[src/rtl/slot_regs_pkg.sv]
package slot_regs_pkg;
  localparam int IDX_ID     = 0;
  localparam int IDX_FLASH  = 1;
  localparam int IDX_STATUS = 2;
  localparam int IDX_DECODE = 3;
  localparam int NUM_REGS   = 4;

  localparam int WP_BIT     = 0;
  localparam int CARD_BIT   = 3;

  typedef enum logic [1:0] {
    SEL_ID     = 2'd0,
    SEL_FLASH  = 2'd1,
    SEL_STATUS = 2'd2,
    SEL_DECODE = 2'd3
  } reg_sel_e;
endpackage

[src/rtl/slot_rst_sync.sv]
module slot_rst_sync #(
  parameter int STAGES = 2
) (
  input  logic clk,
  input  logic rst_n,
  output logic rst_ni
);
  logic [STAGES-1:0] chain_q;
  logic [STAGES-1:0] chain_d;

  always_comb begin
    chain_d = {chain_q[STAGES-2:0], 1'b1};
  end

  always_ff @(posedge clk or negedge rst_n) begin
    if (!rst_n) chain_q <= '0;
    else        chain_q <= chain_d;
  end

  assign rst_ni = chain_q[STAGES-1];
endmodule

[src/rtl/slot_card_latch.sv]
module slot_card_latch (
  input  logic clk,
  input  logic rst_ni,
  input  logic card_in,
  input  logic clr_req,
  output logic card_bit
);
  logic card_q;
  logic card_d;
  logic card_en;

  always_comb begin
    card_en = card_in | clr_req;
    card_d  = card_q;
    if (card_en) begin
      // detector level has priority over the acknowledge
      card_d = card_in ? 1'b1 : 1'b0;
    end
  end

  always_ff @(posedge clk or negedge rst_ni) begin
    if (!rst_ni)      card_q <= 1'b0;
    else if (card_en) card_q <= card_d;
  end

  assign card_bit = card_q;


  card_set_chk: assert property (@(posedge clk) disable iff (!rst_ni)
    card_in |=> card_bit);

  card_hold_chk: assert property (@(posedge clk) disable iff (!rst_ni)
    (card_bit && !clr_req) |=> card_bit);

  card_clr_chk: assert property (@(posedge clk) disable iff (!rst_ni)
    (clr_req && !card_in) |=> !card_bit);
endmodule

[src/rtl/slot_reg_decode.sv]
module slot_reg_decode
  import slot_regs_pkg::*;
#(
  parameter int                IDX_W    = 4,
  parameter int                DATA_W   = 32,
  parameter logic [DATA_W-1:0] ID_VALUE = 32'h0C1D_5A01
) (
  input  logic              clk,
  input  logic              rst_ni,
  input  logic              acc_valid,
  input  logic              acc_write,
  input  logic [IDX_W-1:0]  acc_index,
  input  logic [DATA_W-1:0] wr_data,
  input  logic              wp_in,
  input  logic              card_bit,
  output logic              clr_req,
  output logic [DATA_W-1:0] rd_data,
  output logic              acc_err
);
  localparam logic [IDX_W-1:0] LAST_IDX = IDX_W'(NUM_REGS - 1);

  logic              in_range;
  reg_sel_e          sel;
  logic [DATA_W-1:0] status_word;
  logic [DATA_W-1:0] rd_d;
  logic [DATA_W-1:0] rd_q;
  logic              rd_en;
  logic              err_d;
  logic              err_q;

  always_comb begin
    in_range = (acc_index <= LAST_IDX);
    sel      = reg_sel_e'(acc_index[1:0]);
  end

  always_comb begin
    status_word           = '0;
    status_word[WP_BIT]   = wp_in;
    status_word[CARD_BIT] = card_bit;
  end

  always_comb begin
    clr_req = acc_valid && acc_write && in_range &&
              (sel == SEL_STATUS) && wr_data[CARD_BIT];
  end

  always_comb begin
    rd_en = acc_valid && !acc_write;
    rd_d  = '0;
    if (in_range) begin
      case (sel)
        SEL_ID:     rd_d = ID_VALUE;
        SEL_STATUS: rd_d = status_word;
        default:    rd_d = '0;
      endcase
    end
    err_d = acc_valid && !in_range;
  end

  always_ff @(posedge clk or negedge rst_ni) begin
    if (!rst_ni) begin
      rd_q  <= '0;
      err_q <= 1'b0;
    end else begin
      err_q <= err_d;
      if (rd_en) rd_q <= rd_d;
    end
  end

  assign rd_data = rd_q;
  assign acc_err = err_q;


  err_raise_chk: assert property (@(posedge clk) disable iff (!rst_ni)
    (acc_valid && (acc_index > LAST_IDX)) |=> acc_err);

  err_quiet_chk: assert property (@(posedge clk) disable iff (!rst_ni)
    !acc_valid |=> !acc_err);

  id_read_chk: assert property (@(posedge clk) disable iff (!rst_ni)
    (acc_valid && !acc_write && (acc_index == '0)) |=> (rd_data == ID_VALUE));

  rd_hold_chk: assert property (@(posedge clk) disable iff (!rst_ni)
    !(acc_valid && !acc_write) |=> $stable(rd_data));
endmodule

[src/rtl/slot_irq_regs.sv]
module slot_irq_regs
  import slot_regs_pkg::*;
#(
  parameter int                IDX_W    = 4,
  parameter int                DATA_W   = 32,
  parameter logic [DATA_W-1:0] ID_VALUE = 32'h0C1D_5A01,
  parameter int                SYNC_STAGES = 2
) (
  input  logic              clk,
  input  logic              rst_n,
  input  logic              acc_valid,
  input  logic              acc_write,
  input  logic [IDX_W-1:0]  acc_index,
  input  logic [DATA_W-1:0] wr_data,
  output logic [DATA_W-1:0] rd_data,
  output logic              acc_err,
  input  logic              card_in,
  input  logic              wp_in,
  output logic              card_irq
);
  logic rst_ni;
  logic card_bit;
  logic clr_req;

  slot_rst_sync #(.STAGES(SYNC_STAGES)) u_rst (
    .clk    (clk),
    .rst_n  (rst_n),
    .rst_ni (rst_ni)
  );

  slot_card_latch u_latch (
    .clk      (clk),
    .rst_ni   (rst_ni),
    .card_in  (card_in),
    .clr_req  (clr_req),
    .card_bit (card_bit)
  );

  slot_reg_decode #(
    .IDX_W    (IDX_W),
    .DATA_W   (DATA_W),
    .ID_VALUE (ID_VALUE)
  ) u_dec (
    .clk       (clk),
    .rst_ni    (rst_ni),
    .acc_valid (acc_valid),
    .acc_write (acc_write),
    .acc_index (acc_index),
    .wr_data   (wr_data),
    .wp_in     (wp_in),
    .card_bit  (card_bit),
    .clr_req   (clr_req),
    .rd_data   (rd_data),
    .acc_err   (acc_err)
  );

  assign card_irq = card_bit;


  rst_quiet_chk: assert property (@(posedge clk)
    !rst_ni |=> (!card_irq || card_in) && !acc_err);

  set_wins_chk: assert property (@(posedge clk) disable iff (!rst_ni)
    (card_in && clr_req) |=> card_irq);
endmodule

[config.mk]
export PLATFORM = sky130hd
export DESIGN_NAME = slot_irq_regs
export DESIGN_NICKNAME = d
export VERILOG_FILES = /design/src/rtl/slot_regs_pkg.sv /design/src/rtl/slot_rst_sync.sv /design/src/rtl/slot_card_latch.sv /design/src/rtl/slot_reg_decode.sv /design/src/rtl/slot_irq_regs.sv
export SDC_FILE = /design/constraint.sdc
export NUM_CORES = 1
export LEC_CHECK = 0
export BUFFER_PORTS_ARGS = -buffer_cell sky130_fd_sc_hd__buf_2
export CORE_MARGIN = 4
export CORE_UTILIZATION = 30
export CTS_CLUSTER_SIZE = 14
export DETAILED_ROUTE_END_ITERATION = 10
export PLACE_DENSITY = 0.83
export SYNTH_ARGS = -nofsm -noshare
export SYNTH_HDL_FRONTEND = slang
export SYNTH_SLANG_ARGS = --single-unit
[constraint.sdc]
create_clock -name clk -period 1.5 [get_ports clk]
set_input_delay 0.45 -clock clk [delete_from_list [all_inputs] [get_ports clk]]
set_output_delay 0.45 -clock clk [all_outputs]
set_load 0.05 [all_outputs]
==> impl_metrics.ini, run 1 <==
[clocking]
cts.sinks = 7
cts_made_buffers = 3
cts.reportedPaths.clkPinSlew_ns = 0.05
ctsHtreeMaxLevel = 1
cts_buffer_depth = 2
clkLatencyLatePin_ns = 0.24
cts_tree = done
cts_root_buffer = clkbuf_4

[critical_path]
worstPathCellList = buf_2
critPathLaunchType = flip-flop
crit_required_ns = 1.05
r2r_setup_slack_ns = 0.78
crit_family = flip-flops
worstPathArrival_ns = 0.97
crit_slowest_cell = dfrtp_2
cp-end-kind = output port
cp_max_fo = 11
worst-path-buf-inv = 1
slowest_delay_ns = 0.44
crit_type = reg -> out

[run]
drv_cap = 0

[synth]
syn_inst = 54
yosys_register_bits = 7
synth.avg_cell_area_um2 = 9.13
netlist_area_um2 = 493
ys_warn_count = 0
seq_area_frac_synth = 0.355
netlist_top_cells_area = buf_4 (44%), dfrtp_1 (36%), o21ai_0 (3.0%), o31ai_2 (2.5%), nand2_1 (2.3%)
yosysTopAreaCell = buf_4
synth_cell_type_count = 15
synth_ff_type = dfrtp_1
synth_edf_count = 0
async_flop_share = 1.00
synth.top_cell.area_share = 0.442

[place]
dpl_cell_area_um2 = 487
preCtsSetupSlack_ns = 0.284
dp.cells = 84
io_buffers = 24
gp_congestion = 0.650
dp_hpwl_um = 756

[sta]
slew_violations = 0
setup_viol = 0
timing.final.crit_share = 0.945
hold_slack_ns = 0.0743
finClkSkew_ns = 0.00165
period_minus_slack_ns = 1.42
fin_tns_setup_ns = 0
finalWorstSetupSlack_ns = 0.0827
hold_viol = 0
max_freq_mhz = 706
rsz0062_at_grt = no

[global_routing]
grt_pass1_wl_um = 1240
antenna_found_initial = 0
grt_overflow = 0
grt_max_degree = 12
grt_util_all_layers = 0.0682
first_global_vias = 297

[cells_and_area]
final_util = 0.359
layoutNonFillerInstCount = 89
area_growth_pct = 10.9
design_area_um2 = 547
n_fill_cell = 165
diodes = 0
final_nets = 116
drive_gt1_frac = 0.397

[detailed_routing]
avgViaCountPerCell = 3.79
drt-met1-wl_um = 273
dr_wl_met3_um = 139
avgRoutedWirePerCell_um = 9.44
drt-pass1-iter-count = 4
top_layer_used = met4
drc = 0
vias = 337
ant_nets = 0
wirelength_um = 840
wl_met2_um = 424
drt_iter0_drc = 1

[floorplan]
core_area_mm2 = 0.00152
initial_utilization = 0.323
placementRows = 14
num_io_pins = 76
die-area_mm2 = 0.00236
die_h_um = 48.5
die_x_um = 48.5

[status]
status = finished clean

[min_path]
min_path_type = reg -> async

[power]
peakVddDrop_uv = 436
leakage_nw = 0.308
power_mw = 0.593
p_per_area_mw_per_mm2 = 1090
[where the power goes]
part	internal, mW	switching [mW]
combinational	0.0331	0.191
sequential	0.198	0.00738
clock	0.101	0.0626
total	0.332	0.261
[cells in the final DEF, fill, tap and decap left out]
cell           synthesis  layout
or3_1                  1       1
nor3_1                 1       1
conb_1                 2      21
clkbuf_4               0      12
nor2_1                 1       1
o21a_1                 1       1
o21ai_0                3       3
o31ai_2                1       1
and4b_1                1       1
dfrtp_2                0       1
nand2b_1               1       1
inv_1                  1       1
buf_2                  0      15
dfrtp_1                7       6
a31oi_1                1       1
dlygate4sd3_1          0       1
nand3_1                1       1
clkbuf_1               0       1
nand2_1                3       3
[timing repair]
item / 4_1_cts / 5_1_grt
gates resized for setup: 0 / 10
setup buffers: 0 / 0
endpoints found under the hold margin: 2 / 0
hold buffers: 1 / 0
endpoints found under the setup margin: 0 / 10
[metal layers]
metal | vias to the layer above | GRT usage
met2 | 25 | 0.109
met4 | 0 | 0.0538
li1 | 161 | -
met1 | 149 | 0.0639
met3 | 2 | 0.0368
met5 | - | 0
[synthesized netlist by cell type (all sizes together) (2+ instances only)]
library cell and number:
buf 29, conb 2, dfrtp 7, nand2 3, o21ai 3
[logic make-up (layout without fill, tap and decap cells)]
family,after synthesis,count (layout),synth area share
AOI/OAI and AO/OA,6,6,0.0838
buffers and inverters,30,30,0.449
and+or+nand+nor,9,9,0.0964
DFF,7,7,0.355
other,2,21,0.0152
[flip-flops by register name (all words and copies together), names as in the netlist]
name / cells
u_rst.chain_q: 2
u_latch.card_bit: 1
u_dec.acc_err: 1
u_dec.rd_data: 3
[final timing paths]
path,startpoint,endpoint,depth (start not counted)
worst max register to register,u_dec.rd_data[26]$_DFFE_PN0P_,u_dec.rd_data[26]$_DFFE_PN0P_,2
worst min register to register,u_rst.chain_q[1]$_DFF_PN0_,u_latch.card_bit$_DFFE_PN0P_,0
max in group asynchronous,rst_n,u_rst.chain_q[1]$_DFF_PN0_,2
worst min-delay path,u_rst.chain_q[1]$_DFF_PN0_,u_latch.card_bit$_DFFE_PN0P_,0
worst max-delay path,u_dec.rd_data[26]$_DFFE_PN0P_,rd_data[14],1
min in group clk,u_rst.chain_q[0]$_DFF_PN0_,u_rst.chain_q[1]$_DFF_PN0_,0
[cell type report]
| cell class | instances | area, µm² | share of cell area |
|---|---|---|---|
| flip-flops and latches | 7 | 176 | 0.323 |
| multi-input cells | 36 | 168 | 0.307 |
| repair buffers | 25 | 153 | 0.279 |
| clock buffers | 4 | 26.3 | 0.0481 |
| well taps | 16 | 20.0 | 0.0366 |
| inverters | 1 | 3.75 | 0.00686 |
Power figures use the tool's default switching activity.
==> run 2, diff against run 1 <==
- ABC_AREA: unset -> 1
- CORE_UTILIZATION: 30 -> 31
- RECOVER_POWER: unset -> 100
- SYNTH_HIERARCHICAL: unset -> 1
==> run 2 against run 1 <==
  * Power is 1.2% higher
  * Flip-flop and latch count stayed put
  * Fmax is 0.14% higher
  * Sequential power hardly changed
  * Clock skew is 0.0038 ns higher
  * Hold slack worse by 0.0039 ns
  * Wire length is 13% higher
==> impl_metrics.ini, run 2 <==
[status]
status = finished clean

[cells_and_area]
final_common_cell = conb_1
largest_register_ffs = 3
diodes = 0
layout_common_cells = conb_1 (21), buf_2 (19), nand2_1 (14)
n_fill_cell = 176
layoutNonFillerInstCount = 105
drive_gt1_frac = 0.303
area_growth_pct = 4.24
final_nets = 132

[critical_path]
critPathLaunchType = flip-flop
cp-end-kind = output port
worst_r2r_startpoint = u_dec/rd_data[26]$_DFFE_PN0P_
crit_required_ns = 1.05
r2r_cells = 2
cp_max_fo = 11
crit_type = reg -> out
slowest_delay_ns = 0.43
r2r-end = u_dec/rd_data[26]$_DFFE_PN0P_
worst-path-buf-inv = 1
crit_slowest_cell = dfrtp_2
crit_family = flip-flops
r2r_setup_slack_ns = 0.80
worstPathArrival_ns = 0.97
worstPathCellList = buf_2

[run]
drv_cap = 0

[synth]
synth.top_cell.area_share = 0.409
synth-simple-area-share = 0.174
synth_xor_area_frac = 0
synth_compound_area_frac = 0.00941
netlist_area_um2 = 532
syn_inst = 70
muxShareOfSynthArea = 0
netlist_top_cells_area = buf_4 (41%), dfrtp_1 (33%), nand2_1 (8.5%), inv_1 (6.4%), nor2_1 (3.5%)
synth_ff_type = dfrtp_1
synth_edf_count = 0
async_flop_share = 1.00
synth_cell_type_count = 11
yosysTopAreaCell = buf_4
seq_area_frac_synth = 0.329
ys_warn_count = 6
synth.avg_cell_area_um2 = 7.60
synth_top_family_by_area = buffers and inverters
yosys-top-cells-count = buf_4 (29), nand2_1 (12), inv_1 (9)
yosys_register_bits = 7
yosysMostFrequentCell = buf_4
synthAdderAreaFrac = 0

[sta]
timing.final.crit_share = 0.944
period_minus_slack_ns = 1.42
hold_viol = 0
max_freq_mhz = 707
rsz0062_at_grt = no
fin_tns_setup_ns = 0
setup_viol = 0
finClkSkew_ns = 0.00542
slew_violations = 0

[clocking]
ctsHoldBuffers = 1
cts.reportedPaths.clkPinSlew_ns = 0.05
cts_setup_buffers = 0
cts_made_buffers = 3
cts_tree = done
ctsHtreeMaxLevel = 1
cts_buffer_depth = 2
cts.sinks = 7
clkLatencyLatePin_ns = 0.25
cts_root_buffer = clkbuf_4
post_cts_resized = 0

[place]
gp_congestion = 0.648
dp.cells = 100
io_buffers = 24
dp_hpwl_um = 784

[global_routing]
grt_util_all_layers = 0.0772
grt_pass1_wl_um = 1390
grt_max_degree = 12
use_met1 = 0.0581
busiest_layer = met2
use_met2 = 0.156
grt_overflow = 0
use_met3 = 0.0520
first_global_vias = 346
antenna_found_initial = 0

[power]
peakVddDrop_uv = 514
p_per_area_mw_per_mm2 = 1080
leakage_nw = 0.381
power_mw = 0.600

[detailed_routing]
ant_nets = 0
wirelength_um = 948
drt-pass1-iter-count = 3
drt_iter0_drc = 4
vias = 383
avgViaCountPerCell = 3.65
avgRoutedWirePerCell_um = 9.03
drc = 0

[floorplan]
initial_utilization = 0.341
die-area_mm2 = 0.00244
die_x_um = 49.4
die_h_um = 49.4
placementRows = 14
core_area_mm2 = 0.00156
num_io_pins = 76

[min_path]
min_path_type = reg -> async
==> run 2: cell types whose count changed in the layout (fill, tap and decap cells not counted), sizes merged, moves of 3 or more <==
cell | before | now
buf | 15 | 19
clkbuf | 13 | 9
inv | 1 | 9
nand2 | 3 | 14
nor2 | 1 | 6
o21ai | 3 | 0
==> run 2: where the power goes <==
part / switching, mW / total [mW] / internal [mW]
Sequential: 0.00748 / 0.205 / 0.198
Combinational: 0.196 / 0.224 / 0.0283
Clock: 0.0694 / 0.171 / 0.102
==> run 2: worst reg2reg max path, delay by kind of cell (launching register included) <==
kind	cells	cell delay [ns]
and+or+nand+nor	2	0.14
DFF	1	0.45
==> run 2: worst max-delay path by stage <==
stage,cells after the start,startpoint,to
2_1_floorplan,1,u_dec/rd_data[26]$_DFFE_PN0P_,rd_data[11]
3_3_place_gp,1,u_dec/rd_data[26]$_DFFE_PN0P_,rd_data[11]
3_5_place_dp,7,acc_index[3],u_latch/card_bit$_DFFE_PN0P_
4_1_cts,1,u_dec/rd_data[26]$_DFFE_PN0P_,rd_data[18]
5_1_grt,1,u_dec/rd_data[26]$_DFFE_PN0P_,rd_data[27]
6_report,1,u_dec/rd_data[26]$_DFFE_PN0P_,rd_data[26]
==> run 2: logic make-up (layout without fill, tap and decap cells) <==
| kind of cell | count (synthesis) | after routing |
|---|---|---|
| AO/OA/AOI/OAI | 1 | 1 |
| buffers and inverters | 38 | 38 |
| flip-flops | 7 | 7 |
| other | 2 | 21 |
| AND/OR/NAND/NOR | 22 | 22 |
==> run 2: cell type report <==
class                   count  area, µm²  share of cell area
flip-flops and latches      7        176               0.318
multi-input cells          44        169               0.305
inverters                   9       33.8              0.0609
well taps                  16       20.0              0.0361
repair buffers             25        129               0.233
clock buffers               4       26.3              0.0474
==> run 2: stage by stage <==
stage          setup slack, ns   util  hold WS [ns]  cell area (µm²)
6_report                0.0847  0.356        0.0704              554
5_1_grt                 0.0121  0.356        0.0937              554
4_1_cts                 0.0652  0.361        0.0789              563
3_5_place_dp             0.331  0.338        0.0835              527
3_3_place_gp             0.363  0.338        0.0703              527
2_1_floorplan            0.214      -        0.0540              604
==> run 2: per-layer routing <==
| metal | up-vias | wire length [µm] |
|---|---|---|
| li1 | 190 | - |
| met1 | 163 | 320 |
| met2 | 30 | 497 |
| met3 | 0 | 129 |
| met4 | 0 | 0 |
| met5 | - | 0 |
